===== config.mk =====
export PLATFORM = sky130hd
export DESIGN_NAME = recon_ctl
export DESIGN_NICKNAME = d
export VERILOG_FILES = /design/src/rtl/recon_pkg.sv /design/src/rtl/recon_period_timer.sv /design/src/rtl/recon_line.sv /design/src/rtl/recon_ctl.sv
export SDC_FILE = /design/constraint.sdc
export NUM_CORES = 1
export LEC_CHECK = 0
export ABC_AREA = 1
export BUFFER_PORTS_ARGS = -buffer_cell sky130_fd_sc_hd__clkbuf_2
export CELL_PAD_IN_SITES_DETAIL_PLACEMENT = 1
export CELL_PAD_IN_SITES_GLOBAL_PLACEMENT = 2
export CORE_MARGIN = 2
export CORE_UTILIZATION = 34
export CTS_CLUSTER_SIZE = 40
export DETAILED_ROUTE_END_ITERATION = 6
export GPL_ROUTABILITY_DRIVEN = 0
export PLACE_DENSITY_LB_ADDON = 0.1
export SYNTH_ARGS = -nofsm -noshare
export SYNTH_HDL_FRONTEND = slang
export SYNTH_SLANG_ARGS = --single-unit

===== constraint.sdc =====
create_clock -name clk -period 6.9 [get_ports clk]
set_input_delay 0.69 -clock clk [delete_from_list [all_inputs] [get_ports clk]]
set_output_delay 0.69 -clock clk [all_outputs]
set_load 0.02 [all_outputs]

===== src/rtl/recon_pkg.sv =====
package recon_pkg;

    typedef enum logic {
        LN_CACHEABLE = 1'b0,
        LN_BANISHED  = 1'b1
    } line_state_e;

    localparam int CNT_W = 2;
    localparam logic [CNT_W-1:0] CNT_LOAD = 2'd2;
    localparam logic [CNT_W-1:0] CNT_MAX  = 2'd3;
    localparam logic [CNT_W-1:0] CNT_MIN  = 2'd0;

endpackage


===== src/rtl/recon_period_timer.sv =====
module recon_period_timer #(
    parameter int PW = 8
) (
    input  logic          clk,
    input  logic          rst_n,
    input  logic [PW-1:0] period_i,
    output logic          tick_o
);

    logic [PW-1:0] cnt_q;
    logic          no_decay;

    assign no_decay = &period_i;

    always_comb begin
        if (no_decay) begin
            tick_o = 1'b0;
        end else if (period_i <= PW'(1)) begin
            tick_o = 1'b1;
        end else begin
            tick_o = (cnt_q >= (period_i - PW'(1)));
        end
    end

    always_ff @(posedge clk) begin
        if (!rst_n) begin
            cnt_q <= '0;
        end else if (no_decay || tick_o) begin
            cnt_q <= '0;
        end else begin
            cnt_q <= cnt_q + PW'(1);
        end
    end

endmodule


===== src/rtl/recon_line.sv =====
module recon_line
    import recon_pkg::*;
(
    input  logic clk,
    input  logic rst_n,
    input  logic inval_hit_i,
    input  logic wr_hit_i,
    input  logic rd_hit_i,
    input  logic tick_i,
    output logic banished_o,
    output logic fire_o
);

    line_state_e      st_q, st_n;
    logic [CNT_W-1:0] cnt_q, cnt_n;
    logic             qualify;

    // read reaches a quiet, fully decayed banished line with no competing event
    assign qualify = rd_hit_i && !wr_hit_i && !inval_hit_i && (cnt_q == CNT_MIN);

    always_ff @(posedge clk) begin
        if (!rst_n) begin
            st_q  <= LN_CACHEABLE;
            cnt_q <= CNT_MIN;
        end else begin
            st_q  <= st_n;
            cnt_q <= cnt_n;
        end
    end

    always_comb begin
        st_n  = st_q;
        cnt_n = cnt_q;
        unique case (st_q)
            LN_CACHEABLE: begin
                if (inval_hit_i) begin
                    st_n  = LN_BANISHED;
                    cnt_n = CNT_LOAD;
                end
            end
            LN_BANISHED: begin
                if (inval_hit_i) begin
                    cnt_n = CNT_LOAD;
                end else if (qualify) begin
                    st_n = LN_CACHEABLE;
                end else if (wr_hit_i && !tick_i) begin
                    cnt_n = (cnt_q == CNT_MAX) ? cnt_q : cnt_q + 2'd1;
                end else if (tick_i && !wr_hit_i) begin
                    cnt_n = (cnt_q == CNT_MIN) ? cnt_q : cnt_q - 2'd1;
                end
            end
            default: begin
                st_n  = LN_CACHEABLE;
                cnt_n = CNT_MIN;
            end
        endcase
    end

    always_comb begin
        banished_o = (st_q == LN_BANISHED);
        fire_o     = (st_q == LN_BANISHED) && qualify;
    end

endmodule


===== src/rtl/recon_ctl.sv =====
module recon_ctl #(
    parameter int NLINES = 8,
    parameter int NCORES = 4,
    parameter int PW     = 8,
    localparam int IW    = (NLINES > 1) ? $clog2(NLINES) : 1,
    localparam int CW    = (NCORES > 1) ? $clog2(NCORES) : 1
) (
    input  logic              clk,
    input  logic              rst_n,
    input  logic              inval_valid_i,
    input  logic [IW-1:0]     inval_idx_i,
    input  logic              wr_valid_i,
    input  logic [IW-1:0]     wr_idx_i,
    input  logic              rd_valid_i,
    input  logic [IW-1:0]     rd_idx_i,
    input  logic [CW-1:0]     rd_core_i,
    input  logic [PW-1:0]     period_i,
    output logic [NLINES-1:0] banished_o,
    output logic              recon_valid_o,
    output logic [IW-1:0]     recon_idx_o,
    output logic [CW-1:0]     recon_core_o,
    output logic              clr_share_o
);

    logic              tick;
    logic [NLINES-1:0] fire;

    recon_period_timer #(.PW(PW)) u_timer (
        .clk      (clk),
        .rst_n    (rst_n),
        .period_i (period_i),
        .tick_o   (tick)
    );

    for (genvar g = 0; g < NLINES; g++) begin : g_line
        recon_line u_line (
            .clk         (clk),
            .rst_n       (rst_n),
            .inval_hit_i (inval_valid_i && (inval_idx_i == IW'(g))),
            .wr_hit_i    (wr_valid_i && (wr_idx_i == IW'(g))),
            .rd_hit_i    (rd_valid_i && (rd_idx_i == IW'(g))),
            .tick_i      (tick),
            .banished_o  (banished_o[g]),
            .fire_o      (fire[g])
        );
    end

    // one read per cycle, so at most one line fires
    always_ff @(posedge clk) begin
        if (!rst_n) begin
            recon_valid_o <= 1'b0;
            clr_share_o   <= 1'b0;
            recon_idx_o   <= '0;
            recon_core_o  <= '0;
        end else begin
            recon_valid_o <= |fire;
            clr_share_o   <= |fire;
            if (|fire) begin
                recon_idx_o  <= rd_idx_i;
                recon_core_o <= rd_core_i;
            end
        end
    end

endmodule


==> results of run 1 <==
flip-flops by register name (all words and copies together) (netlist names):
register / count
clr_share_o: 1
recon_core_o: 2
g_line.u_line.banished_o: 8
recon_idx_o: 3
g_line.u_line.cnt_q: 16
u_timer.cnt_q: 8
report_power, final:
| group | switching [W] | internal, W |
|---|---|---|
| registers | 0.00000788 | 0.000227 |
| logic | 0.0000555 | 0.0000320 |
| clock network | 0.0000851 | 0.000116 |
| total | 0.000148 | 0.000375 |
cell families (layout without fill, tap and decap cells):
logic type	count (synthesis)	after routing	synth area share, %
DFF	38	38	26.3
xor gates and xnor gates	19	19	5.76
buffers and inverters	74	108	10.8
AOI/OAI and AO/OA	53	53	9.91
and+or+nand+nor	238	238	38.6
adders and majority gates	20	20	8.65
critical path, delay by kind of cell:
kind / cells / cell delay [ns]
buffers and inverters: 3 / 0.29
adder cells (fa/ha/maj): 3 / 0.95
AND/OR/NAND/NOR: 12 / 1.61
AO/OA/AOI/OAI: 3 / 0.29
routing by layer:
metal  up-vias  global-route usage (%)  part of all wire (%)
li1       1476                       -                     -
met1      1280                    23.2                    48
met2        23                    31.0                    49
met3         5                    2.82                   1.9
met4         0                    3.45                  0.72
met5         -                       0                     0
cell usage after synthesis (all sizes together):
cell,number
inv,63
a41oi,2
nand3b,4
o21ai,17
ha,20
buf,9
nand2,95
or2,2
nand4,12
nor3,9
nor2,87
dfxtp,38
o21a,1
a21oi,28
a221oi,2
nor3b,1
o22ai,3
xnor2,8
xor2,11
nand3,28
clkbuf,2
area by class of cell:
class / count / area share (%)
clock inverters: 1 / 0.924
inverters: 63 / 7.27
flip-flops and latches: 38 / 23.4
clock buffers: 6 / 2.54
multi-input cells: 330 / 56.0
repair buffers: 38 / 5.85
well taps: 105 / 4.04
through the flow:
stage	hold slack (ns)	std cells	cell area (sq um)
floorplan	0.443	442	2890
global placement	0.472	574	3140
detailed placement	0.482	574	3140
CTS	0.496	581	3250
global route	0.524	581	3250
finish	0.493	581	3250
worst paths after layout:
check,start,end,slack (ns),depth (start not counted)
worst max register to register,u_timer.cnt_q[3],g_line[3].u_line.cnt_q[0],4.03,15
worst min-delay path,g_line[0].u_line.cnt_q[1],g_line[0].u_line.cnt_q[1],0.49,2
worst min register to register,g_line[0].u_line.cnt_q[1],g_line[0].u_line.cnt_q[1],0.49,2
worst max-delay path,period_i[0],g_line[0].u_line.cnt_q[0],3.25,21
cell usage in the layout (no fill, tap or decap), types with 6 or more instances in the layout:
cell      count
a21oi_1      28
clkbuf_8      6
xor2_1       11
nor2_2       10
nand2_1      90
nor3_1        9
nor2_1       72
nand3_1      22
inv_1        63
xnor2_1       8
clkbuf_2     38
o21ai_0      17
dfxtp_1      38
ha_1         20
nand4_1      12
==> results.sh, run 1 <==
export IMPL_remaining_drc_errors=0
export IMPL_crit_fanout=9
export IMPL_syn_area_per_cell_sq_um=6.54
export IMPL_slowest_stage="ha_1"
export IMPL_setup_violations_final=0
export IMPL_grt_max_degree=25
export IMPL_ys_types=28
export IMPL_n_fill_cell=1108
export IMPL_fmax_mhz=274
export IMPL_end_kind="flip-flop"
export IMPL_min_period_ns=3.65
export IMPL_die_area_sq_um=9260
export IMPL_arrival_ns=3.84
export IMPL_setup_ws_ns=3.25
export IMPL_dr_first_iter_drc_count=80
export IMPL_maxCapViolCount=0
export IMPL_syn_nets=486
export IMPL_nets=520
export IMPL_p_leak_nw=1.50
export IMPL_critPathMaxStageDelay_ns=0.40
export IMPL_layout_drive_gt1_share_pct=15.1
export IMPL_path_cells="clkbuf_2 -> inv_1 -> ha_1 -> nand3_1 -> a21oi_1 -> a21oi_1 -> ha_1 -> nand2_1 -> nor2_1 -> nand4_1 -> nand4_1 -> nand2_1 -> ha_1 -> nor2_1 -> o21ai_0 -> nand2_1 -> nand2_1 -> nor2_2 -> inv_1 -> nor2_1 -> nor2_1"
export IMPL_initial_core_util_pct=35.2
export IMPL_clock_root_buffer="clkbuf_8"
export IMPL_p_total_w=0.000523
export IMPL_hp_class="flip-flop to flip-flop"
export IMPL_core_sq_um=8220
export IMPL_final_util_pct=39.6
export IMPL_worstPathRequired_ns=7.09
export IMPL_hold_viol_final=0
export IMPL_grt_pass1_wl_um=13000
export IMPL_diodes=0
export IMPL_cts_path_max_buffers=2
export IMPL_netlist_area_leader_share_pct=26.3
export IMPL_rows=33
export IMPL_ys_seq_area_share_pct=26.3
export IMPL_top_level_ports=39
export IMPL_layout_area_overhead_vs_synth_pct=12.4
export IMPL_multi_input_area_sq_um=1820
export IMPL_seqCellArea_sq_um=761
export IMPL_htreeDepth=2
export IMPL_routedWlPerCell_um=13.1
export IMPL_hold_buffers=0
export IMPL_slew_headroom_pct=62.9
export IMPL_clkLatencyLatePin_ns=0.29
export IMPL_cts_sinks=38
export IMPL_firstDrtPassIters=4
export IMPL_cts_tree="done"
export IMPL_rsz0062_at_grt="no"
export IMPL_post_place_ws_ns=2.93
export IMPL_drt_wl_total_um=7590
export IMPL_worst_slew_pin_slew_ns=0.556
export IMPL_fin_setup_tns_ns=0
export IMPL_antenna_left=0
export IMPL_synth_top_area_cell="dfxtp_1"
export IMPL_status="finished clean"
export IMPL_ys_top_cells_by_area="dfxtp_1 26%, nand2_1 12%, nor2_1 9.3%, ha_1 8.7%, inv_1 8.2%"
export IMPL_ys_ff_latch=38
export IMPL_power_per_cell_area_nw_per_um2=161
export IMPL_ys_warn_count=0
export IMPL_cts_made_buffers=5
export IMPL_die_h_um=96.2
export IMPL_port_buffer_count=38
export IMPL_vias=2784
export IMPL_via_per_inst=4.79
export IMPL_finalCritPeriodShare_pct=52.9
export IMPL_grt_overflow=0
export IMPL_ctsResizeCount=0
export IMPL_maxSlewViolCount=0
export IMPL_ir_drop_v=0.0000707
export IMPL_critPathKind="input port to flip-flop"
export IMPL_grt_pass1_vias=2747
export IMPL_syn_instance_count=442
export IMPL_cts_setup_buffers=0
export IMPL_clkSlewWorstSetupHoldPaths_ns=0.08
export IMPL_cp_start_kind="input port"
export IMPL_grtUsageTotal_pct=17.8
export IMPL_finalClockSkew_ns=0.00776
export IMPL_antenna_found_initial=0
export IMPL_die_w_um=96.2
export IMPL_place_hpwl_um=6130
export IMPL_synth_cell_area_sq_um=2890
(Power assumes the default switching activity.)
==> run 2, diff against run 1 <==
--- a/config.mk
+++ b/config.mk
@@ -10,7 +10,7 @@
 export CELL_PAD_IN_SITES_DETAIL_PLACEMENT = 1
 export CELL_PAD_IN_SITES_GLOBAL_PLACEMENT = 2
 export CORE_MARGIN = 2
-export CORE_UTILIZATION = 34
+export CORE_UTILIZATION = 32
 export CTS_CLUSTER_SIZE = 40
 export DETAILED_ROUTE_END_ITERATION = 6
 export GPL_ROUTABILITY_DRIVEN = 0
==> constraint.sdc (replaced) <==
create_clock -name clk -period 3.4 [get_ports clk]
set_input_delay 0.34 -clock clk [delete_from_list [all_inputs] [get_ports clk]]
set_output_delay 0.34 -clock clk [all_outputs]
set_load 0.02 [all_outputs]
==> results.sh, run 2 (synthesis gave the netlist of run 1 again) <==
export IMPL_worstPathRequired_ns=3.59
export IMPL_top_register="g_line.u_line.cnt_q"
export IMPL_arrival_ns=3.03
export IMPL_finalClockSkew_ns=0.00700
export IMPL_clkLatencyLatePin_ns=0.30
export IMPL_n_fill_cell=1146
export IMPL_min_period_ns=2.84
export IMPL_end_kind="flip-flop"
export IMPL_hold_viol_final=0
export IMPL_setup_ws_ns=0.560
export IMPL_final_cell_mix="89 x nand2_1, 72 x nor2_1, 63 x inv_1"
export IMPL_cp_start_kind="input port"
export IMPL_maxCapViolCount=0
export IMPL_routedWlPerCell_um=13.3
export IMPL_rows=34
export IMPL_worst_slew_pin_slew_ns=0.577
export IMPL_remaining_drc_errors=0
export IMPL_cts_setup_buffers=0
export IMPL_die_w_um=99.1
export IMPL_critPathMaxStageDelay_ns=0.32
export IMPL_crit_family="simple AND/OR/NAND/NOR gates"
export IMPL_via_per_inst=4.85
export IMPL_power_per_cell_area_nw_per_um2=349
export IMPL_critPathKind="input port to flip-flop"
export IMPL_clock_root_buffer="clkbuf_8"
export IMPL_pwr_share_clk_pct=43.0
export IMPL_internal_power_w=0.000839
export IMPL_ir_drop_v=0.000156
export IMPL_finalCritPeriodShare_pct=83.5
export IMPL_initial_core_util_pct=33.2
export IMPL_swShare_pct=27.1
export IMPL_cts_tree="done"
export IMPL_top_level_ports=39
export IMPL_crit_fanout=8
export IMPL_final_common_cell="nand2_1"
export IMPL_p_total_w=0.00115
export IMPL_grt_pass1_wl_um=13600
export IMPL_clkSlewWorstSetupHoldPaths_ns=0.08
export IMPL_die_h_um=99.1
export IMPL_nets=521
export IMPL_post_place_ws_ns=-0.0374
export IMPL_grt_pass1_vias=2949
export IMPL_ctsResizeCount=0
export IMPL_grt_max_degree=25
export IMPL_cts_sinks=38
export IMPL_htreeDepth=2
export IMPL_seqCellArea_sq_um=761
export IMPL_multi_input_area_sq_um=1830
export IMPL_antenna_left=0
export IMPL_die_area_sq_um=9810
export IMPL_layout_area_overhead_vs_synth_pct=14.1
export IMPL_maxSlewViolCount=0
export IMPL_layout_drive_gt1_share_pct=15.7
export IMPL_comb_power_share_pct=15.6
export IMPL_firstDrtPassIters=4
export IMPL_drt_wl_total_um=7790
export IMPL_hp_class="input port to flip-flop"
export IMPL_port_buffer_count=38
export IMPL_dr_first_iter_drc_count=42
export IMPL_cts_made_buffers=5
export IMPL_p_sw_w=0.000312
export IMPL_path_buf_inv=2
export IMPL_fmax_mhz=352
export IMPL_cts_path_max_buffers=2
export IMPL_grtUsageTotal_pct=17.0
export IMPL_p_leak_nw=1.52
export IMPL_core_sq_um=8720
export IMPL_rsz0062_at_grt="no"
export IMPL_grt_overflow=0
export IMPL_largest_reg_flops=16
export IMPL_vias=2843
export IMPL_antenna_found_initial=0
export IMPL_status="finished clean"
export IMPL_hold_buffers=0
export IMPL_diodes=0
export IMPL_p_seq_share_pct=41.4
export IMPL_path_cells="clkbuf_2 -> inv_1 -> ha_1 -> nand3_1 -> a21oi_1 -> a21oi_1 -> ha_1 -> nand2_1 -> nor2_1 -> nand4_1 -> nand4_1 -> nand2_4 -> ha_1 -> nor2_1 -> o21ai_0 -> o21ai_0 -> nand3_1 -> o21ai_0 -> a21oi_1"
export IMPL_r2r_setup_slack_ns=1.07
export IMPL_slowest_stage="ha_1"
export IMPL_setup_violations_final=0
export IMPL_place_hpwl_um=6350
export IMPL_slew_headroom_pct=61.6
## run 2: changes by cell type in the layout (fill, tap and decap cells not counted)
cell | previous run | this run
bufinv_16 | 1 | 2
nand2_1 | 90 | 89
nand2_4 | 2 | 3
buf_4 | 0 | 1
## run 2: final cells by class
type | instances | area share, %
Multi-Input combinational cell | 330 | 55.4
Timing Repair Buffer | 39 | 5.99
Tap cell | 108 | 4.10
Clock inverter | 2 | 1.82
Clock buffer | 6 | 2.50
Inverter | 63 | 7.17
Sequential cell | 38 | 23.1
## run 2: per-stage QoR
stage | utilization (%) | TNS (ns) | area [sq um] | hold WS (ns) | std cells
6_report | 37.8 | 0 | 3300 | 0.265 | 586
4_1_cts | 37.7 | 0 | 3290 | 0.259 | 586
3_5_place_dp | 36.1 | -0.0613 | 3150 | 0.491 | 578
3_3_place_gp | 36.1 | 0 | 3150 | 0.470 | 578
2_1_floorplan | - | 0 | 2890 | 0.443 | 442
5_1_grt | 37.8 | 0 | 3300 | 0.286 | 586
## run 2: final timing paths
check / startpoint / to / cells after the start
setup / recovery: period_i[0] / g_line[5].u_line.cnt_q[0] / 19
hold / removal: rd_core_i[1] / recon_core_o[1] / 3
setup reg to reg: u_timer.cnt_q[4] / g_line[5].u_line.cnt_q[0] / 13
hold reg to reg: u_timer.cnt_q[0] / u_timer.cnt_q[0] / 1
## run 2: worst register-to-register path, stage by stage, from the launching register on
cell and delay (ns):
dfxtp_1 0.37, ha_1 0.30, nand2_1 0.06, nor2_1 0.13
nand4_1 0.10, nand4_1 0.17, nand2_4 0.14, ha_1 0.32
nor2_1 0.09, o21ai_0 0.07, o21ai_0 0.09, nand3_1 0.17
o21ai_0 0.18, a21oi_1 0.05
## run 2: power by group through the flow
| stage | Combinational (W) | Clock (W) | Sequential (W) |
|---|---|---|---|
| final | 0.000179 | 0.000495 | 0.000477 |
| after global routing | 0.000208 | 0.000527 | 0.000480 |
| after CTS | 0.000182 | 0.000512 | 0.000477 |
| after detailed placement | 0.000181 | 0 | 0.000487 |
| after global placement | 0.000177 | 0 | 0.000487 |
| after floorplan | 0.000126 | 0 | 0.000485 |
## run 2: routing by layer
layer / routed length [um] / track usage, % / part of all wire (%) / vias up
met4: 108 / 4.64 / 1.4 / 0
met3: 149 / 2.48 / 1.9 / 8
met1: 3820 / 21.9 / 49 / 1324
met5: 0 / 0 / 0 / -
li1: - / - / - / 1485
met2: 3710 / 29.7 / 48 / 26
==> run 3, diff against run 2 <==
--- a/config.mk
+++ b/config.mk
@@ -5,12 +5,12 @@
 export SDC_FILE = /design/constraint.sdc
 export NUM_CORES = 1
 export LEC_CHECK = 0
-export ABC_AREA = 1
+export ABC_AREA = 0
 export BUFFER_PORTS_ARGS = -buffer_cell sky130_fd_sc_hd__clkbuf_2
 export CELL_PAD_IN_SITES_DETAIL_PLACEMENT = 1
 export CELL_PAD_IN_SITES_GLOBAL_PLACEMENT = 2
 export CORE_MARGIN = 2
-export CORE_UTILIZATION = 32
+export CORE_UTILIZATION = 31
 export CTS_CLUSTER_SIZE = 40
 export DETAILED_ROUTE_END_ITERATION = 6
 export GPL_ROUTABILITY_DRIVEN = 0
==> constraint.sdc (replaced) <==
create_clock -name clk -period 2.4 [get_ports clk]
set_input_delay 0.24 -clock clk [delete_from_list [all_inputs] [get_ports clk]]
set_output_delay 0.24 -clock clk [all_outputs]
set_load 0.02 [all_outputs]
==> results.sh, run 3 <==
export IMPL_status="finished, violations left"
export IMPL_violations="setup timing"
export IMPL_initial_core_util_pct=32.2
export IMPL_port_buffer_count=38
export IMPL_grt_pass1_wl_um=13200
export IMPL_ys_seq_area_share_pct=28.6
export IMPL_synth_edf_count=0
export IMPL_drt_wl_total_um=7900
export IMPL_grt_overflow=0
export IMPL_finalClockSkew_ns=0.00832
export IMPL_arrival_ns=3.05
export IMPL_ys_warn_count=0
export IMPL_regToRegEndpoint="g_line[2].u_line.cnt_q[1]"
export IMPL_setup_violations_final=16
export IMPL_remaining_drc_errors=0
export IMPL_largest_reg_flops=16
export IMPL_grt_pass1_vias=2661
export IMPL_rsz0062_at_grt="yes"
export IMPL_vias=2619
export IMPL_clkSlewWorstSetupHoldPaths_ns=0.09
export IMPL_setup_ws_ns=-0.455
export IMPL_maxCapViolCount=0
export IMPL_diodes=0
export IMPL_worst_slew_pin_slew_ns=0.853
export IMPL_maxSlewViolCount=0
export IMPL_syn_instance_count=320
export IMPL_dr_first_iter_drc_count=71
export IMPL_worstPathRequired_ns=2.60
export IMPL_cts_tree="done"
export IMPL_crit_fanout=8
export IMPL_synth_common_cells="38 x dfxtp_1, 37 x nand2_1, 23 x nor2_1, 20 x ha_1, 19 x o21ai_0"
export IMPL_synth_cell_area_sq_um=2660
export IMPL_final_cell_mix="38 x dfxtp_1, 38 x buf_4, 36 x clkbuf_2"
export IMPL_fmax_mhz=350
export IMPL_top_register="g_line.u_line.cnt_q"
export IMPL_critPathMaxStageDelay_ns=0.57
export IMPL_grt_max_degree=35
export IMPL_slew_headroom_pct=42.5
export IMPL_slowest_stage="or4_4"
export IMPL_syn_area_per_cell_sq_um=8.32
export IMPL_post_place_ws_ns=-0.893
export IMPL_synth_most_common_cell="dfxtp_1"
export IMPL_rows=33
export IMPL_critPathKind="input port to flip-flop"
export IMPL_grtUsageTotal_pct=17.0
export IMPL_min_period_ns=2.85
export IMPL_netlist_area_leader_share_pct=28.6
export IMPL_die_w_um=96.7
export IMPL_swShare_pct=26.6
export IMPL_top_level_ports=39
export IMPL_path_buf_inv=3
export IMPL_nets=439
export IMPL_pwr_share_clk_pct=42.0
export IMPL_n_fill_cell=989
export IMPL_finalCritPeriodShare_pct=119
export IMPL_p_leak_nw=1.47
export IMPL_p_sw_w=0.000433
export IMPL_hold_path_depth=3
export IMPL_hold_path_endpoint="recon_core_o[1]"
export IMPL_comb_power_share_pct=17.4
export IMPL_core_sq_um=8260
export IMPL_die_area_sq_um=9350
export IMPL_firstDrtPassIters=4
export IMPL_routedWlPerCell_um=15.8
export IMPL_crit_path_frequent_cell="buf_6"
export IMPL_hp_class="input port to flip-flop"
export IMPL_hold_start="rd_core_i[1]"
export IMPL_layout_area_overhead_vs_synth_pct=40.3
export IMPL_layout_drive_gt1_share_pct=36.6
export IMPL_ys_types=59
export IMPL_ys_top_cells_by_area="dfxtp_1 29%, ha_1 9.4%, nand2_1 5.2%, o21ai_0 3.6%, a21oi_1 3.4%"
export IMPL_hold_buffers=0
export IMPL_r2r_setup_slack_ns=-0.34
export IMPL_r2r_cells=14
export IMPL_r2r_start="u_timer.cnt_q[0]"
export IMPL_internal_power_w=0.00120
export IMPL_clkLatencyLatePin_ns=0.31
export IMPL_cp_start_kind="input port"
export IMPL_htreeDepth=2
export IMPL_antenna_found_initial=0
export IMPL_synth_main_ff_cell="dfxtp_1"
export IMPL_place_hpwl_um=5540
export IMPL_via_per_inst=5.23
export IMPL_cts_sinks=38
export IMPL_async_flop_share_pct=0
export IMPL_clock_root_buffer="clkbuf_8"
export IMPL_end_kind="flip-flop"
export IMPL_ir_drop_v=0.000185
export IMPL_power_per_cell_area_nw_per_um2=436
export IMPL_path_cells="buf_6 -> or4_4 -> nor4_4 -> xnor2_1 -> ha_1 -> buf_6 -> a211oi_4 -> o21ai_2 -> nand2_4 -> buf_6 -> ha_4 -> nor2b_4 -> nand2_1 -> a21oi_1 -> o21ai_1 -> and2_1"
export IMPL_die_h_um=96.7
export IMPL_cts_made_buffers=5
export IMPL_synth_top_area_cell="dfxtp_1"
export IMPL_crit_family="simple AND/OR/NAND/NOR gates"
export IMPL_syn_nets=364
export IMPL_p_seq_share_pct=40.5
export IMPL_ys_ff_latch=38
export IMPL_cts_path_max_buffers=2
export IMPL_whs_ns=0.155
export IMPL_antenna_left=0
export IMPL_hold_viol_final=0
[run 3: cell types whose count changed in the layout (fill, tap and decap cells not counted), moves of 8 or more]
| cell | change |
|---|---|
| buf_6 | +8 |
| nor2_1 | -53 |
| buf_4 | +37 |
| nor2_2 | -9 |
| nand3_1 | -17 |
| inv_1 | -51 |
| a21oi_2 | +9 |
| o21ai_1 | +10 |
| o21ai_0 | -11 |
| ha_1 | -8 |
| a21oi_1 | -19 |
| ha_4 | +8 |
| nand2_1 | -54 |
[run 3: cell type report]
cell class,instances,area (sq um),area share [%]
multi-input cells,255,2090,55.9
flip-flops and latches,38,761,20.4
repair buffers,83,571,15.3
well taps,105,131,3.52
clock buffers,5,68.8,1.84
clock inverters,3,68.8,1.84
inverters,12,45.0,1.21
[run 3: cell families (layout without fill, tap and decap cells)]
group	count (synthesis)	in the layout	share of synthesized area, %
adders and majority gates	20	20	9.40
DFF	38	38	28.6
buffers and inverters	27	103	5.31
muxes	3	3	1.13
and+or+nand+nor	147	147	32.6
AOI/OAI and AO/OA	72	72	18.7
xor gates and xnor gates	13	13	4.28
[run 3: per-layer routing]
| layer | GRT usage (%) | vias to the layer above | wire length [um] |
|---|---|---|---|
| li1 | - | 1315 | - |
| met5 | 0 | - | 0 |
| met4 | 4.55 | 0 | 99 |
| met2 | 29.0 | 26 | 3850 |
| met3 | 2.96 | 6 | 171 |
| met1 | 22.0 | 1272 | 3780 |
[run 3: worst reg2reg max path, stage by stage, from the launching register on]
cell and delay, ns:
dfxtp_1 0.33, inv_1 0.05, ha_1 0.26, nand2b_1 0.15
a21o_1 0.18, a211oi_1 0.44, o21ai_2 0.14, nand2_4 0.20
buf_6 0.14, ha_4 0.20, nor2b_4 0.14, nand2_1 0.06
a21oi_1 0.12, o21ai_1 0.06, and2_1 0.16
[run 3: how the worst max path moves through the flow]
stage	cells past startpoint	slack, ns	endpoint	startpoint
floorplan	13	-0.49	g_line[0].u_line.cnt_q[0]	period_i[5]
global placement	16	-0.86	g_line[4].u_line.cnt_q[1]	period_i[3]
detailed placement	16	-0.89	g_line[4].u_line.cnt_q[1]	period_i[3]
CTS	15	-0.54	g_line[2].u_line.cnt_q[1]	period_i[3]
global route	15	-0.61	g_line[2].u_line.cnt_q[0]	period_i[5]
finish	16	-0.45	g_line[2].u_line.cnt_q[1]	period_i[5]
[run 3: stage by stage]
stage | util, % | instances | total power (W) | instance area [sq um] | setup TNS, ns
2_1_floorplan | - | 320 | 0.000811 | 2720 | -6.13
3_5_place_dp | 38.2 | 477 | 0.000914 | 3160 | -14.29
5_1_grt | 45.2 | 501 | 0.00171 | 3730 | -8.10
3_3_place_gp | 38.2 | 477 | 0.000910 | 3160 | -13.83
4_1_cts | 42.3 | 494 | 0.00163 | 3500 | -7.44
6_report | 45.2 | 501 | 0.00163 | 3730 | -6.09
[run 3: repair_timing]
action                     4_1_cts  5_1_grt
setup endpoints to repair       16       24
pin swaps                       17       34
gates resized for setup         30       42
buffers inserted                 9        7
[run 3: power groups by stage]
| stage | registers, W | clock network [W] | logic [W] |
|---|---|---|---|
| floorplan | 0.000674 | 0 | 0.000137 |
| global placement | 0.000674 | 0 | 0.000236 |
| detailed placement | 0.000674 | 0 | 0.000239 |
| CTS | 0.000660 | 0.000708 | 0.000260 |
| global route | 0.000663 | 0.000728 | 0.000316 |
| finish | 0.000660 | 0.000685 | 0.000284 |
